==> src/rtl/st_pkg.sv <==
package st_pkg;

  localparam int ST_ADDR_W = 3;
  localparam int ST_NSTAT  = 4;

  // status bit positions
  localparam int SB_IVL = 0;
  localparam int SB_WDG = 1;
  localparam int SB_STEP = 2;
  localparam int SB_ALM = 3;

  typedef enum logic [ST_ADDR_W-1:0] {
    RA_COUNT  = 3'd0,
    RA_ALARM  = 3'd1,
    RA_DIV    = 3'd2,
    RA_PERIOD = 3'd3,
    RA_STATUS = 3'd4,
    RA_MSET   = 3'd5,
    RA_MCLR   = 3'd6,
    RA_MASK   = 3'd7
  } st_addr_e;

  // terminal index of a divide-by-n count; n of 0 behaves as 1
  function automatic logic [31:0] last_index(input logic [31:0] n);
    return (n == 32'd0) ? 32'd0 : n - 32'd1;
  endfunction

  // one step of a w-bit wrapping counter
  function automatic logic [31:0] wrap_inc(input logic [31:0] v, input int w);
    logic [32:0] full;
    full = ({1'b0, v} + 33'd1) & ((33'd1 << w) - 33'd1);
    return full[31:0];
  endfunction

endpackage

==> src/rtl/st_ticker.sv <==
module st_ticker #(
  parameter int W           = 16,
  parameter bit ZERO_IS_OFF = 1'b0
) (
  input  logic         clk,
  input  logic         rst_n,
  input  logic         tick,
  input  logic         restart,
  input  logic [W-1:0] limit,
  output logic         fire
);
  import st_pkg::*;

  logic [W-1:0] cnt_q;
  logic         live;
  logic         at_end;

  generate
    if (ZERO_IS_OFF) begin : g_gated
      assign live = (limit != '0);
    end else begin : g_always
      assign live = 1'b1;
    end
  endgenerate

  assign at_end = (32'(cnt_q) >= last_index(32'(limit)));
  assign fire   = tick && live && at_end && !restart;

  always_ff @(posedge clk) begin
    if (!rst_n || restart) begin
      cnt_q <= '0;
    end else if (tick && live) begin
      cnt_q <= at_end ? '0 : cnt_q + 1'b1;
    end
  end

endmodule

==> src/rtl/st_rtc.sv <==
module st_rtc #(
  parameter int             CNT_W   = 20,
  parameter logic [CNT_W-1:0] ALM_RST = '1
) (
  input  logic             clk,
  input  logic             rst_n,
  input  logic             step,
  input  logic             alm_we,
  input  logic [CNT_W-1:0] alm_wdata,
  output logic [CNT_W-1:0] count,
  output logic [CNT_W-1:0] alarm,
  output logic             alm_hit
);
  import st_pkg::*;

  logic [CNT_W-1:0] next_count;

  assign next_count = CNT_W'(wrap_inc(32'(count), CNT_W));
  assign alm_hit    = step && (next_count == alarm);

  always_ff @(posedge clk) begin
    if (!rst_n) begin
      count <= '0;
    end else if (step) begin
      count <= next_count;
    end
  end

  always_ff @(posedge clk) begin
    if (!rst_n) begin
      alarm <= ALM_RST;
    end else if (alm_we) begin
      alarm <= alm_wdata;
    end
  end

endmodule

==> src/rtl/st_irqctl.sv <==
module st_irqctl #(
  parameter int NB = 4
) (
  input  logic          clk,
  input  logic          rst_n,
  input  logic [NB-1:0] set_vec,
  input  logic          rd_clr,
  input  logic          mset_we,
  input  logic          mclr_we,
  input  logic [NB-1:0] wbits,
  output logic [NB-1:0] status,
  output logic [NB-1:0] mask,
  output logic          irq
);

  always_ff @(posedge clk) begin
    if (!rst_n) begin
      status <= '0;
    end else begin
      status <= (rd_clr ? '0 : status) | set_vec;
    end
  end

  always_ff @(posedge clk) begin
    if (!rst_n) begin
      mask <= '0;
    end else if (mset_we) begin
      mask <= mask | wbits;
    end else if (mclr_we) begin
      mask <= mask & ~wbits;
    end
  end

  assign irq = |(status & mask);

endmodule

==> src/rtl/sys_timer.sv <==
module sys_timer #(
  parameter int CNT_W   = 20,
  parameter int DIV_W   = 16,
  parameter int PER_W   = 16,
  parameter int DATA_W  = 32,
  parameter int DIV_RST = 32768
) (
  input  logic                       clk,
  input  logic                       rst_n,
  input  logic                       slow_tick,
  input  logic                       bus_sel,
  input  logic                       bus_we,
  input  logic [st_pkg::ST_ADDR_W-1:0] bus_addr,
  input  logic [DATA_W-1:0]          bus_wdata,
  output logic [DATA_W-1:0]          bus_rdata,
  output logic                       irq
);
  import st_pkg::*;

  localparam int NB = ST_NSTAT;

  st_addr_e         addr_e;
  logic             wr_acc;
  logic             rd_acc;
  logic             alm_we;
  logic             div_we;
  logic             per_we;
  logic             mset_we;
  logic             mclr_we;
  logic             stat_rd;
  logic [DIV_W-1:0] div_q;
  logic [PER_W-1:0] period_q;
  logic [CNT_W-1:0] count;
  logic [CNT_W-1:0] alarm;
  logic             step_evt;
  logic             alm_evt;
  logic             ivl_evt;
  logic [NB-1:0]    set_vec;
  logic [NB-1:0]    status;
  logic [NB-1:0]    mask;
  logic [NB-1:0]    mask_bits;
  logic [DATA_W-1:0] rd_mux;
  logic             unused_wdata;

  // ---- bus decode ----
  assign addr_e  = st_addr_e'(bus_addr);
  assign wr_acc  = bus_sel && bus_we;
  assign rd_acc  = bus_sel && !bus_we;
  assign alm_we  = wr_acc && (addr_e == RA_ALARM);
  assign div_we  = wr_acc && (addr_e == RA_DIV);
  assign per_we  = wr_acc && (addr_e == RA_PERIOD);
  assign mset_we = wr_acc && (addr_e == RA_MSET);
  assign mclr_we = wr_acc && (addr_e == RA_MCLR);
  assign stat_rd = rd_acc && (addr_e == RA_STATUS);
  assign mask_bits = bus_wdata[NB-1:0];
  assign unused_wdata = ^bus_wdata;

  // ---- configuration registers ----
  always_ff @(posedge clk) begin
    if (!rst_n) begin
      div_q <= DIV_W'(DIV_RST);
    end else if (div_we) begin
      div_q <= bus_wdata[DIV_W-1:0];
    end
  end

  always_ff @(posedge clk) begin
    if (!rst_n) begin
      period_q <= '0;
    end else if (per_we) begin
      period_q <= bus_wdata[PER_W-1:0];
    end
  end

  // ---- time base ----
  st_ticker #(.W(DIV_W), .ZERO_IS_OFF(1'b0)) u_div (
    .clk     (clk),
    .rst_n   (rst_n),
    .tick    (slow_tick),
    .restart (div_we),
    .limit   (div_q),
    .fire    (step_evt)
  );

  st_rtc #(.CNT_W(CNT_W), .ALM_RST('1)) u_rtc (
    .clk       (clk),
    .rst_n     (rst_n),
    .step      (step_evt),
    .alm_we    (alm_we),
    .alm_wdata (bus_wdata[CNT_W-1:0]),
    .count     (count),
    .alarm     (alarm),
    .alm_hit   (alm_evt)
  );

  st_ticker #(.W(PER_W), .ZERO_IS_OFF(1'b1)) u_ivl (
    .clk     (clk),
    .rst_n   (rst_n),
    .tick    (slow_tick),
    .restart (per_we),
    .limit   (period_q),
    .fire    (ivl_evt)
  );

  // ---- status and interrupt ----
  always_comb begin
    set_vec          = '0;
    set_vec[SB_IVL]  = ivl_evt;
    set_vec[SB_WDG]  = 1'b0;
    set_vec[SB_STEP] = step_evt;
    set_vec[SB_ALM]  = alm_evt;
  end

  st_irqctl #(.NB(NB)) u_irq (
    .clk     (clk),
    .rst_n   (rst_n),
    .set_vec (set_vec),
    .rd_clr  (stat_rd),
    .mset_we (mset_we),
    .mclr_we (mclr_we),
    .wbits   (mask_bits),
    .status  (status),
    .mask    (mask),
    .irq     (irq)
  );

  // ---- read mux ----
  always_comb begin
    rd_mux = '0;
    unique case (addr_e)
      RA_COUNT:  rd_mux = DATA_W'(count);
      RA_ALARM:  rd_mux = DATA_W'(alarm);
      RA_DIV:    rd_mux = DATA_W'(div_q);
      RA_PERIOD: rd_mux = DATA_W'(period_q);
      RA_STATUS: rd_mux = DATA_W'(status);
      RA_MASK:   rd_mux = DATA_W'(mask);
      default:   rd_mux = '0;
    endcase
  end

  assign bus_rdata = rd_acc ? rd_mux : '0;

endmodule

==> config.mk <==
export PLATFORM = sky130hd
export DESIGN_NAME = sys_timer
export DESIGN_NICKNAME = d
export VERILOG_FILES = /design/src/rtl/st_pkg.sv /design/src/rtl/st_ticker.sv /design/src/rtl/st_rtc.sv /design/src/rtl/st_irqctl.sv /design/src/rtl/sys_timer.sv
export SDC_FILE = /design/constraint.sdc
export NUM_CORES = 1
export LEC_CHECK = 0
export BUFFER_PORTS_ARGS = -buffer_cell sky130_fd_sc_hd__buf_2
export CAP_MARGIN = 40
export CORE_MARGIN = 8
export CORE_UTILIZATION = 55
export CTS_CLUSTER_SIZE = 12
export DETAILED_ROUTE_END_ITERATION = 6
export PLACE_DENSITY = 0.75
export SYNTH_ARGS = -nofsm -noshare
export SYNTH_HDL_FRONTEND = slang
export SYNTH_SLANG_ARGS = --single-unit
==> constraint.sdc <==
create_clock -name clk -period 4.5 [get_ports clk]
set_input_delay 0.9 -clock clk [delete_from_list [all_inputs] [get_ports clk]]
set_output_delay 0.9 -clock clk [all_outputs]
set_load 0.02 [all_outputs]
==> results of run 1 <==
==> registers in the layout, summed over array words and instances, names as in the netlist, named ones only <==
name          cells
div_q            16
period_q         16
u_div.cnt_q      16
u_irq.status      3
u_ivl.cnt_q      16
u_rtc.alarm      20
u_rtc.count      20
==> per-layer routing <==
layer	wire length, µm	global-route usage
met5	0	0
met4	213	0.05426
met3	1441	0.04618
met2	8784	0.3410
met1	9282	0.3094
==> cell families after synthesis <==
group           Yosys count  synth area share
simple gates            442            0.2925
compound gates          182            0.1558
other cells               1         0.0005026
xor+xnor                 79           0.09274
flops                   111            0.2978
mux                      25           0.03723
fa+ha+maj                37           0.06205
buf+inv                  91           0.06138
==> where the power goes <==
group | total (W) | leakage [nW] | internal [W] | switching [W]
sequential | 0.00101 | 0.897 | 0.000993 | 0.0000166
combinational | 0.000288 | 2.07 | 0.000101 | 0.000187
clock | 0.000827 | 0.148 | 0.000437 | 0.000390
total | 0.00212 | 3.12 | 0.00153 | 0.000593
==> worst max-delay path by stage <==
stage                       to  startpoint  cells after the start
6_report       u_irq.status[3]    div_q[6]                     13
5_1_grt        u_div.cnt_q[11]    div_q[6]                     12
4_1_cts        u_div.cnt_q[11]    div_q[6]                     13
3_5_place_dp   u_div.cnt_q[11]    div_q[6]                     13
3_3_place_gp   u_div.cnt_q[15]    div_q[6]                     13
2_1_floorplan  u_irq.status[3]    div_q[6]                     16
==> layout by cell type, fill, tap and decap left out, drive strengths merged, types with 4 or more instances in the layout <==
master    n
o31ai    17
buf      59
or4      20
a211oi   27
a31oi     5
and2      4
a21o      6
nor4     14
mux2i    21
and4      7
dfxtp   111
nand4    20
xor2     40
and3      7
nand3    53
clkbuf   11
o21ai     7
or3       7
nor3     24
a21oi    96
nand2   171
nor2     85
nor2b     7
conb     12
nand2b    8
inv      19
nor3b     6
xnor2    39
ha       37
==> worst reg2reg max path: cells and delay by family (launching register included) <==
| kind | cells | cell delay (ns) |
|---|---|---|
| and+or+nand+nor | 7 | 2.28 |
| AOI/OAI and AO/OA | 4 | 0.75 |
| DFF | 1 | 0.38 |
| adders and majority gates | 1 | 0.26 |
| buffers and inverters | 1 | 0.26 |
==> synth_stat cells (3+ instances only) <==
cell      number
and3_1         7
or3_1          6
a21o_1         6
nor2_1        85
nand2_2        4
buf_1          6
nor3_2         3
a31oi_1        5
or4_1         19
nand2_1      167
nor2b_1        7
nor4_1        11
nor3b_1        6
nor3_1        21
a21oi_1       96
inv_1         14
and4_1         5
nand2b_1       8
nand3b_1       3
a211oi_1      26
buf_4         13
dfxtp_1      111
clkbuf_1      32
and2_1         4
xor2_1        40
o21ai_0        5
o31ai_1       17
nand4_1       19
nor4_2         3
xnor2_1       39
ha_1          37
buf_2         18
buf_6          6
mux2i_1       21
nand3_1       51
==> layout make-up <==
cell class / instances / area, µm²
Multi-Input combinational cell: 777 / 4836
Tap cell: 176 / 220.2
Clock buffer: 10 / 229.0
Sequential cell: 111 / 2222
Clock inverter: 6 / 66.31
Inverter: 16 / 60.06
Timing Repair Buffer: 60 / 342.8
Fill cell: 1245 / 5266
==> per-stage QoR <==
step	hold WS [ns]	cells
after global placement	0.4757	1138
after detailed placement	0.4772	1139
after CTS	0.4877	1155
after global routing	0.5055	1156
after floorplan	0.4488	979
final	0.4902	1156
==> qor.yml, run 1 <==
sta:
  slew_headroom: 0.3931
  finClkSkew_ns: 0.01040
  setup_ws_ns: 0.5170
  hold_viol_final: 0
  fmax_mhz: 251.1
  setup_tns_ns: 0
  finalCriticalPeriod_ns: 3.983
  worst_pin_slew_ns: 0.9078
  rsz0062_at_grt: "no"
  drv_slew: 0
  setup_violations: 0
  timing.final.crit_share: 0.8851
yosys:
  ys_ff_latch: 111
  yosys.area.top_type: "dfxtp_1"
  synth_top_area_share: 0.2978
  synth_edf_count: 0
  synth_top_flop_cell: "dfxtp_1"
  ys_warn_count: 0
  ys_seq_area_frac: 0.2978
  postSynth.asyncResetShare: 0
  synthesis.area_um2: 7461
  synth_cell_types: 70
  synth_area_leaders: "dfxtp_1, nand2_1, a21oi_1"
  avgSynthCellArea_um2: 7.708
  synthCells: 968
clocking:
  insertion_delay_ns: 0.36
  ctsHoldBuffers: 0
  cts_tree: "done"
  clock_path_buffers: 2
  post_cts_resized: 0
  ctsRootBufferMaster: "clkbuf_16"
  cts.htree.levels: 3
  cts_made_buffers: 9
  cts_num_sinks: 111
  cts_setup_buffers: 0
  path_clk_slew_ns: 0.07
min_path:
  hp-start: "u_irq.status[2]"
  whs_path_depth: 2
  hold_end: "u_irq.status[2]"
  min_path_type: "flip-flop to flip-flop"
global_route:
  grt_start_max_net_pins: 39
  grt_pass1_wl_mm: 32.44
  grt-ovfl-total: 0
  grt_pass1_vias: 6308
  antenna_found_initial: 0
  grt_util_all_layers: 0.2220
status:
  outcome: "finished, final reports clean"
power:
  p_leak_nw: 3.116
  p_total_w: 0.002124
  power_density_nw_per_um2: 266.3
  peakVddDrop_mv: 0.1878
detailed_routing:
  via_per_inst: 6.041
  drt_wl_total_mm: 19.72
  avgRoutedWirePerCell_um: 17.06
  ant_nets: 0
  firstDrtPassIters: 5
  dr.first_iter.drc_count: 644
  drc: 0
  vias: 6983
job:
  cap_violations: 0
critical_path:
  cp_slowest_cell: "nor4_1"
  worstPathArrival_ns: 4.29
  critPathBufInv: 1
  cp.required_ns: 4.81
  timing.rr.end: "u_irq.status[3]"
  crit_type: "flip-flop to flip-flop"
  cp_slowest_stage_delay_ns: 0.62
  r2r_cells: 13
  cp-start-kind: "flip-flop"
  rrSetupSlack_ns: 0.52
  path_max_fanout: 38
  cp_cell_sequence: "or4_4 > nor3_2 > nand3_2 > or3_4 > and2_1 > ha_1 > nand2b_1 > a21oi_1 > o21ai_0 > a211oi_4 > buf_4 > nor4_1 > a31o_1"
  rr_startpoint: "div_q[6]"
  cp-end-kind: "flip-flop"
  critPathTopFamily: "simple AND/OR/NAND/NOR gates"
floorplanning:
  die_x_um: 132.5
  die_y_um: 132.5
  die_area_um2: 17550
  start_util: 0.5634
  core_area_um2: 13240
  io_pins: 73
  rows: 42
placed_design:
  placed_area_um2: 7674
  portBuffers: 48
  gp_congestion: 0.9149
  dpl.hpwl_mm: 14.71
  dp_slack_ns: 0.5495
layout:
  post-route-util: 0.6023
  diodes: 0
  area_delta_synth_final_pct: 6.909
  final_design_area_no_fill_um2: 7976
  drive_gt1_frac: 0.1071
  nNetsFinal: 1052
Note: power is estimated with default switching activity, not from simulation.
==> inputs of run 2 (changes only) <==
SYNTH_HIERARCHICAL = 1   (was unset)
==> run 2 against run 1 <==
Against the previous run: design area up 3.5%; via count shrank 6.9%; maximum frequency is 7.1% lower; sequential share of layout area is 0.69 points lower.
==> qor.yml, run 2 <==
sta:
  setup_tns_ns: 0
  finalCriticalPeriod_ns: 4.288
  finClkSkew_ns: 0.01099
  setup_violations: 0
  drv_slew: 0
  fmax_mhz: 233.2
  timing.final.crit_share: 0.9528
  hold_viol_final: 0
  rsz0062_at_grt: "no"
  worst_pin_slew_ns: 0.7389
  slew_headroom: 0.5029
yosys:
  ys_ff_latch: 112
  synthCells: 910
  synth_edf_count: 0
  ys_seq_area_frac: 0.2949
  synth_common_cells: "nand2_1, dfxtp_1, mux2i_1, xnor2_1, nor3_1"
  synth_top_flop_cell: "dfxtp_1"
  postSynth.asyncResetShare: 0
  yosys.area.top_type: "dfxtp_1"
  synth_top_area_share: 0.2949
  synth_most_common_cell: "nand2_1"
  ys_warn_count: 6
  avgSynthCellArea_um2: 8.356
  synth_area_leaders: "dfxtp_1, nand2_1, mux2i_1"
  synthesis.area_um2: 7604
  synth_cell_types: 72
placed_design:
  dp.cells: 1116
  placed_area_um2: 7931
  dpl.hpwl_mm: 13.38
  gp_congestion: 0.9001
  portBuffers: 48
critical_path:
  cp_slowest_stage_delay_ns: 0.56
  crit_type: "flip-flop to flip-flop"
  cp-start-kind: "flip-flop"
  path_max_fanout: 6
  critPathBufInv: 1
  cp.required_ns: 4.81
  cp-end-kind: "flip-flop"
  cp_cell_sequence: "nor4_2 > nand4_1 > or4_4 > and2_1 > ha_1 > nand2b_1 > a21oi_1 > o2111ai_2 > a31oi_4 > nor2b_4 > nand3_1 > a311oi_2 > o2111ai_1 > or4_1 > nor4_2 > buf_4 > o21a_1"
  critPathTopFamily: "simple AND/OR/NAND/NOR gates"
  critPathMostFrequentCell: "nor4_2"
  cp_slowest_cell: "or4_1"
  worstPathArrival_ns: 4.59
clocking:
  ctsHoldBuffers: 0
  path_clk_slew_ns: 0.07
  cts_made_buffers: 9
  insertion_delay_ns: 0.36
  cts.htree.levels: 3
  clock_path_buffers: 2
  cts_num_sinks: 112
  cts_tree: "done"
  ctsRootBufferMaster: "clkbuf_16"
power:
  p_switching_w: 0.0005421
  power_density_nw_per_um2: 249.7
  p_leak_nw: 3.283
  p_total_w: 0.002061
  seq_power_share: 0.491
  internal-power_w: 0.001519
  pwr-share-clk: 0.368
  combPwrFrac: 0.140
  swShare: 0.2630
  peakVddDrop_mv: 0.1792
global_route:
  antenna_found_initial: 0
  grt-ovfl-total: 0
  grt_pass1_wl_mm: 30.44
  grt_use_met2: 0.3401
  grt_use_met3: 0.02937
  grt_util_all_layers: 0.2057
  grtUsageMet1: 0.2648
  grt_pass1_vias: 6071
  top_usage_layer: "met2"
  grt_start_max_net_pins: 85
min_path:
  min_path_type: "flip-flop to flip-flop"
detailed_routing:
  drt_wl_total_mm: 18.35
  vias: 6503
  firstDrtPassIters: 5
  avgRoutedWirePerCell_um: 16.24
  dr.first_iter.drc_count: 418
  drc: 0
  ant_nets: 0
  via_per_inst: 5.755
floorplanning:
  die_area_um2: 17840
  die_x_um: 133.6
  start_util: 0.5542
  rows: 43
  io_pins: 73
  die_y_um: 133.6
  core_area_um2: 13720
layout:
  reg_top3: "u_rtc/alarm x20, u_rtc/count x20"
  drive_gt1_frac: 0.1442
  instances_no_fill: 1130
  nNetsFinal: 1024
  diodes: 0
  post-route-util: 0.6016
  final_cell_mix: "nand2_1, dfxtp_1, mux2i_1"
  final_design_area_no_fill_um2: 8253
  final_common_cell: "nand2_1"
  fillCellCount: 1260
  area_delta_synth_final_pct: 8.540
status:
  outcome: "finished, final reports clean"
job:
  cap_violations: 0
==> run 2: cell families after synthesis <==
group	share of synthesized area
multiplexers	0.08228
buffers and inverters	0.05529
AND/OR/NAND/NOR	0.2863
AO/OA/AOI/OAI	0.1196
adder cells (fa/ha/maj)	0.06088
other	0.0004932
XOR/XNOR	0.1002
flip-flops	0.2949
==> run 2: power by group through the flow <==
stage                     Sequential (W)  Clock, W  Combinational, W
final                            0.00101  0.000758          0.000290
after global routing             0.00101  0.000814          0.000322
after CTS                        0.00101  0.000778          0.000286
after detailed placement         0.00104         0          0.000284
after global placement           0.00104         0          0.000278
after floorplan                  0.00103         0          0.000225
==> run 2: worst paths after layout <==
path | from | end | slack (ns) | depth (start not counted)
hold / removal | flip-flop | flip-flop | 0.52 | 1
setup / recovery | div_q[12] | u_irq/status[3] | 0.21 | 17
setup reg to reg | div_q[12] | u_irq/status[3] | 0.21 | 17
hold reg to reg | flip-flop | flip-flop | 0.52 | 1
==> run 2: area by class of cell <==
cell class                 count  area, µm²  area share
multi-input combinational    740       5041      0.6108
sequential                   112       2242      0.2717
timing repair buffer          71      412.9     0.05003
clock buffer                  12      256.5     0.03108
tap                          180      225.2     0.02729
clock inverter                 2      16.27    0.001971
inverter                      13      58.81    0.007126
==> run 2: what timing repair did <==
action,CTS,global route
setup buffers,0,0
endpoints found under the setup margin,0,1
gates resized for setup,0,11
==> run 2: per-stage QoR <==
stage	hold slack, ns	worst slack (ns)
detailed placement	0.4994	0.1299
floorplan	0.4468	0.3506
global route	0.5343	0.02083
CTS	0.5262	0.07567
global placement	0.4938	0.1893
finish	0.5182	0.2122
==> run 2: routing by layer <==
metal / part of all wire / vias up
met2: 0.48 / 169
met3: 0.039 / 34
met1: 0.47 / 3038
met5: 0 / -
li1: - / 3262
met4: 0.020 / 0
==> inputs of run 3 (changes only) <==
clock period = 4.75 ns   (was 4.5 ns; I/O delays follow)
==> run 3 against run 2 <==
Against the previous run: count of clock-buffer cells in the layout decreased by 1; via count decreased by 1.8%; core utilization decreased by 0.55 points; design area decreased by 0.91%; sequential cell count unchanged; global-route usage decreased by 0.44 points; combinational power decreased by 6.9%; final cell count decreased by 0.88%; critical path depth decreased by 1; sequential share of layout area increased by 0.25 points; wire length decreased by 2.5%; clock power increased by 9.4%.
==> qor.yml, run 3 (synthesized netlist as in run 2, its figures left out) <==
status:
  outcome: "finished, final reports clean"
power:
  p_leak_nw: 3.235
  peakVddDrop_mv: 0.1818
  seq_power_share: 0.466
  internal-power_w: 0.001525
  pwr-share-clk: 0.402
  p_total_w: 0.002060
  p_switching_w: 0.0005348
  power_density_nw_per_um2: 251.9
  swShare: 0.2597
  combPwrFrac: 0.131
clocking:
  path_clk_slew_ns: 0.07
  ctsRootBufferMaster: "clkbuf_16"
  insertion_delay_ns: 0.36
  cts_made_buffers: 9
  cts_num_sinks: 112
  cts_tree: "done"
  clock_path_buffers: 2
  cts.htree.levels: 3
floorplanning:
  die_x_um: 133.6
  start_util: 0.5542
  io_pins: 73
  die_y_um: 133.6
  core_area_um2: 13720
  die_area_um2: 17840
  rows: 43
critical_path:
  r2r_cells: 16
  cp_num_cells: 16
  rr_startpoint: "div_q[10]"
  worstPathArrival_ns: 4.74
  critPathBufInv: 0
  cp_slowest_cell: "or4_1"
  critPathTopFamily: "simple AND/OR/NAND/NOR gates"
  crit_type: "flip-flop to flip-flop"
  path_max_fanout: 13
  rrSetupSlack_ns: 0.32
  cp.required_ns: 5.06
  cp_slowest_stage_delay_ns: 0.55
  cp-start-kind: "flip-flop"
  cp_cell_sequence: "nor4_2 > nand4_1 > or4_4 > and2_1 > ha_1 > nand2b_1 > a21oi_1 > o2111ai_1 > a31oi_4 > nor2b_1 > nand3_1 > a311oi_2 > o2111ai_1 > or4_1 > nor4_2 > o21a_1"
  timing.rr.end: "u_irq/status[3]"
  cp-end-kind: "flip-flop"
global_route:
  grt_pass1_vias: 5921
  grt_pass1_wl_mm: 29.65
  grt_util_all_layers: 0.2014
  grt-ovfl-total: 0
  antenna_found_initial: 0
  grt_start_max_net_pins: 85
detailed_routing:
  via_per_inst: 5.699
  ant_nets: 0
  avgRoutedWirePerCell_um: 15.98
  firstDrtPassIters: 4
  wl_met3_um: 643
  drc: 0
  routed-wl-met2_mm: 8.336
  top_layer_used: "met4"
  dr.first_iter.drc_count: 447
  vias: 6383
  drt_wl_total_mm: 17.90
  met1Wirelength_mm: 8.377
layout:
  final_common_cell: "nand2_1"
  drive_gt1_frac: 0.1287
  diodes: 0
  final_cell_mix: "nand2_1, dfxtp_1, mux2i_1"
  nNetsFinal: 1012
  fillCellCount: 1236
  reg_top3: "u_rtc/alarm x20, u_rtc/count x20"
  area_delta_synth_final_pct: 7.553
sta:
  rsz0062_at_grt: "no"
  timing.final.crit_share: 0.9320
  fmax_mhz: 225.9
  slew_headroom: 0.5216
  setup_violations: 0
  worst_pin_slew_ns: 0.7176
  setup_tns_ns: 0
  hold_viol_final: 0
  drv_slew: 0
  finalCriticalPeriod_ns: 4.427
  finClkSkew_ns: 0.01480
placed_design:
  portBuffers: 48
  dpl.hpwl_mm: 13.20
  gp_congestion: 0.8980
min_path:
  whs_path_depth: 1
  min_path_type: "flip-flop to flip-flop"
job:
  cap_violations: 0
run 3: changes by cell type in the layout (fill, tap and decap cells not counted), sizes merged:
cell,previous run,this run
clkbuf,12,11
clkinv,3,2
buf,71,59
inv,11,14
bufinv,0,2
clkinvlp,1,0
run 3: layout make-up:
class / instances / area, µm² / area share
clock buffers: 11 / 232.7 / 0.02846
well taps: 180 / 225.2 / 0.02754
multi-input cells: 740 / 5010 / 0.6126
repair buffers: 59 / 322.8 / 0.03947
clock inverters: 5 / 86.33 / 0.01056
flip-flops and latches: 112 / 2242 / 0.2742
inverters: 13 / 58.81 / 0.007191
run 3: stage by stage:
step           cells  cell area [µm²]  worst slack (ns)  hold slack (ns)    util
2_1_floorplan    922             7649            0.6006           0.4468       -
3_3_place_gp    1104             7841            0.3128           0.4962  0.5715
3_5_place_dp    1104             7841            0.2048           0.4983  0.5715
4_1_cts         1120             8160            0.1722           0.5159  0.5948
5_1_grt         1120             8178          0.009602           0.5396  0.5961
6_report        1120             8178            0.3228           0.5242  0.5961
run 3: worst max path at each step:
| stage | startpoint | to | slack [ns] |
|---|---|---|---|
| finish | div_q[10] | u_irq/status[3] | 0.32 |
| global route | div_q[6] | u_irq/status[3] | 0.01 |
| CTS | div_q[4] | u_irq/status[3] | 0.17 |
| detailed placement | div_q[4] | u_irq/status[3] | 0.20 |
| global placement | div_q[4] | u_irq/status[3] | 0.31 |
| floorplan | div_q[6] | u_irq/status[3] | 0.60 |
run 3: power by group through the flow:
stage	registers (W)	logic [W]	clock network, W
final	0.000960	0.000270	0.000829
after global routing	0.000962	0.000302	0.000876
after CTS	0.000960	0.000268	0.000848
after detailed placement	0.000982	0.000267	0
after global placement	0.000982	0.000262	0
after floorplan	0.000978	0.000213	0
run 3: layer usage:
layer / global-route usage / up-vias
met5: 0 / -
met4: 0.09357 / 0
met3: 0.03087 / 29
met2: 0.3287 / 125
met1: 0.2554 / 2987
li1: - / 3242
run 3: timing repair:
action                                  4_1_cts  5_1_grt
hold buffers                                  0        0
resized for setup                             0        3
setup buffers                                 0        0
endpoints found under the setup margin        0        1
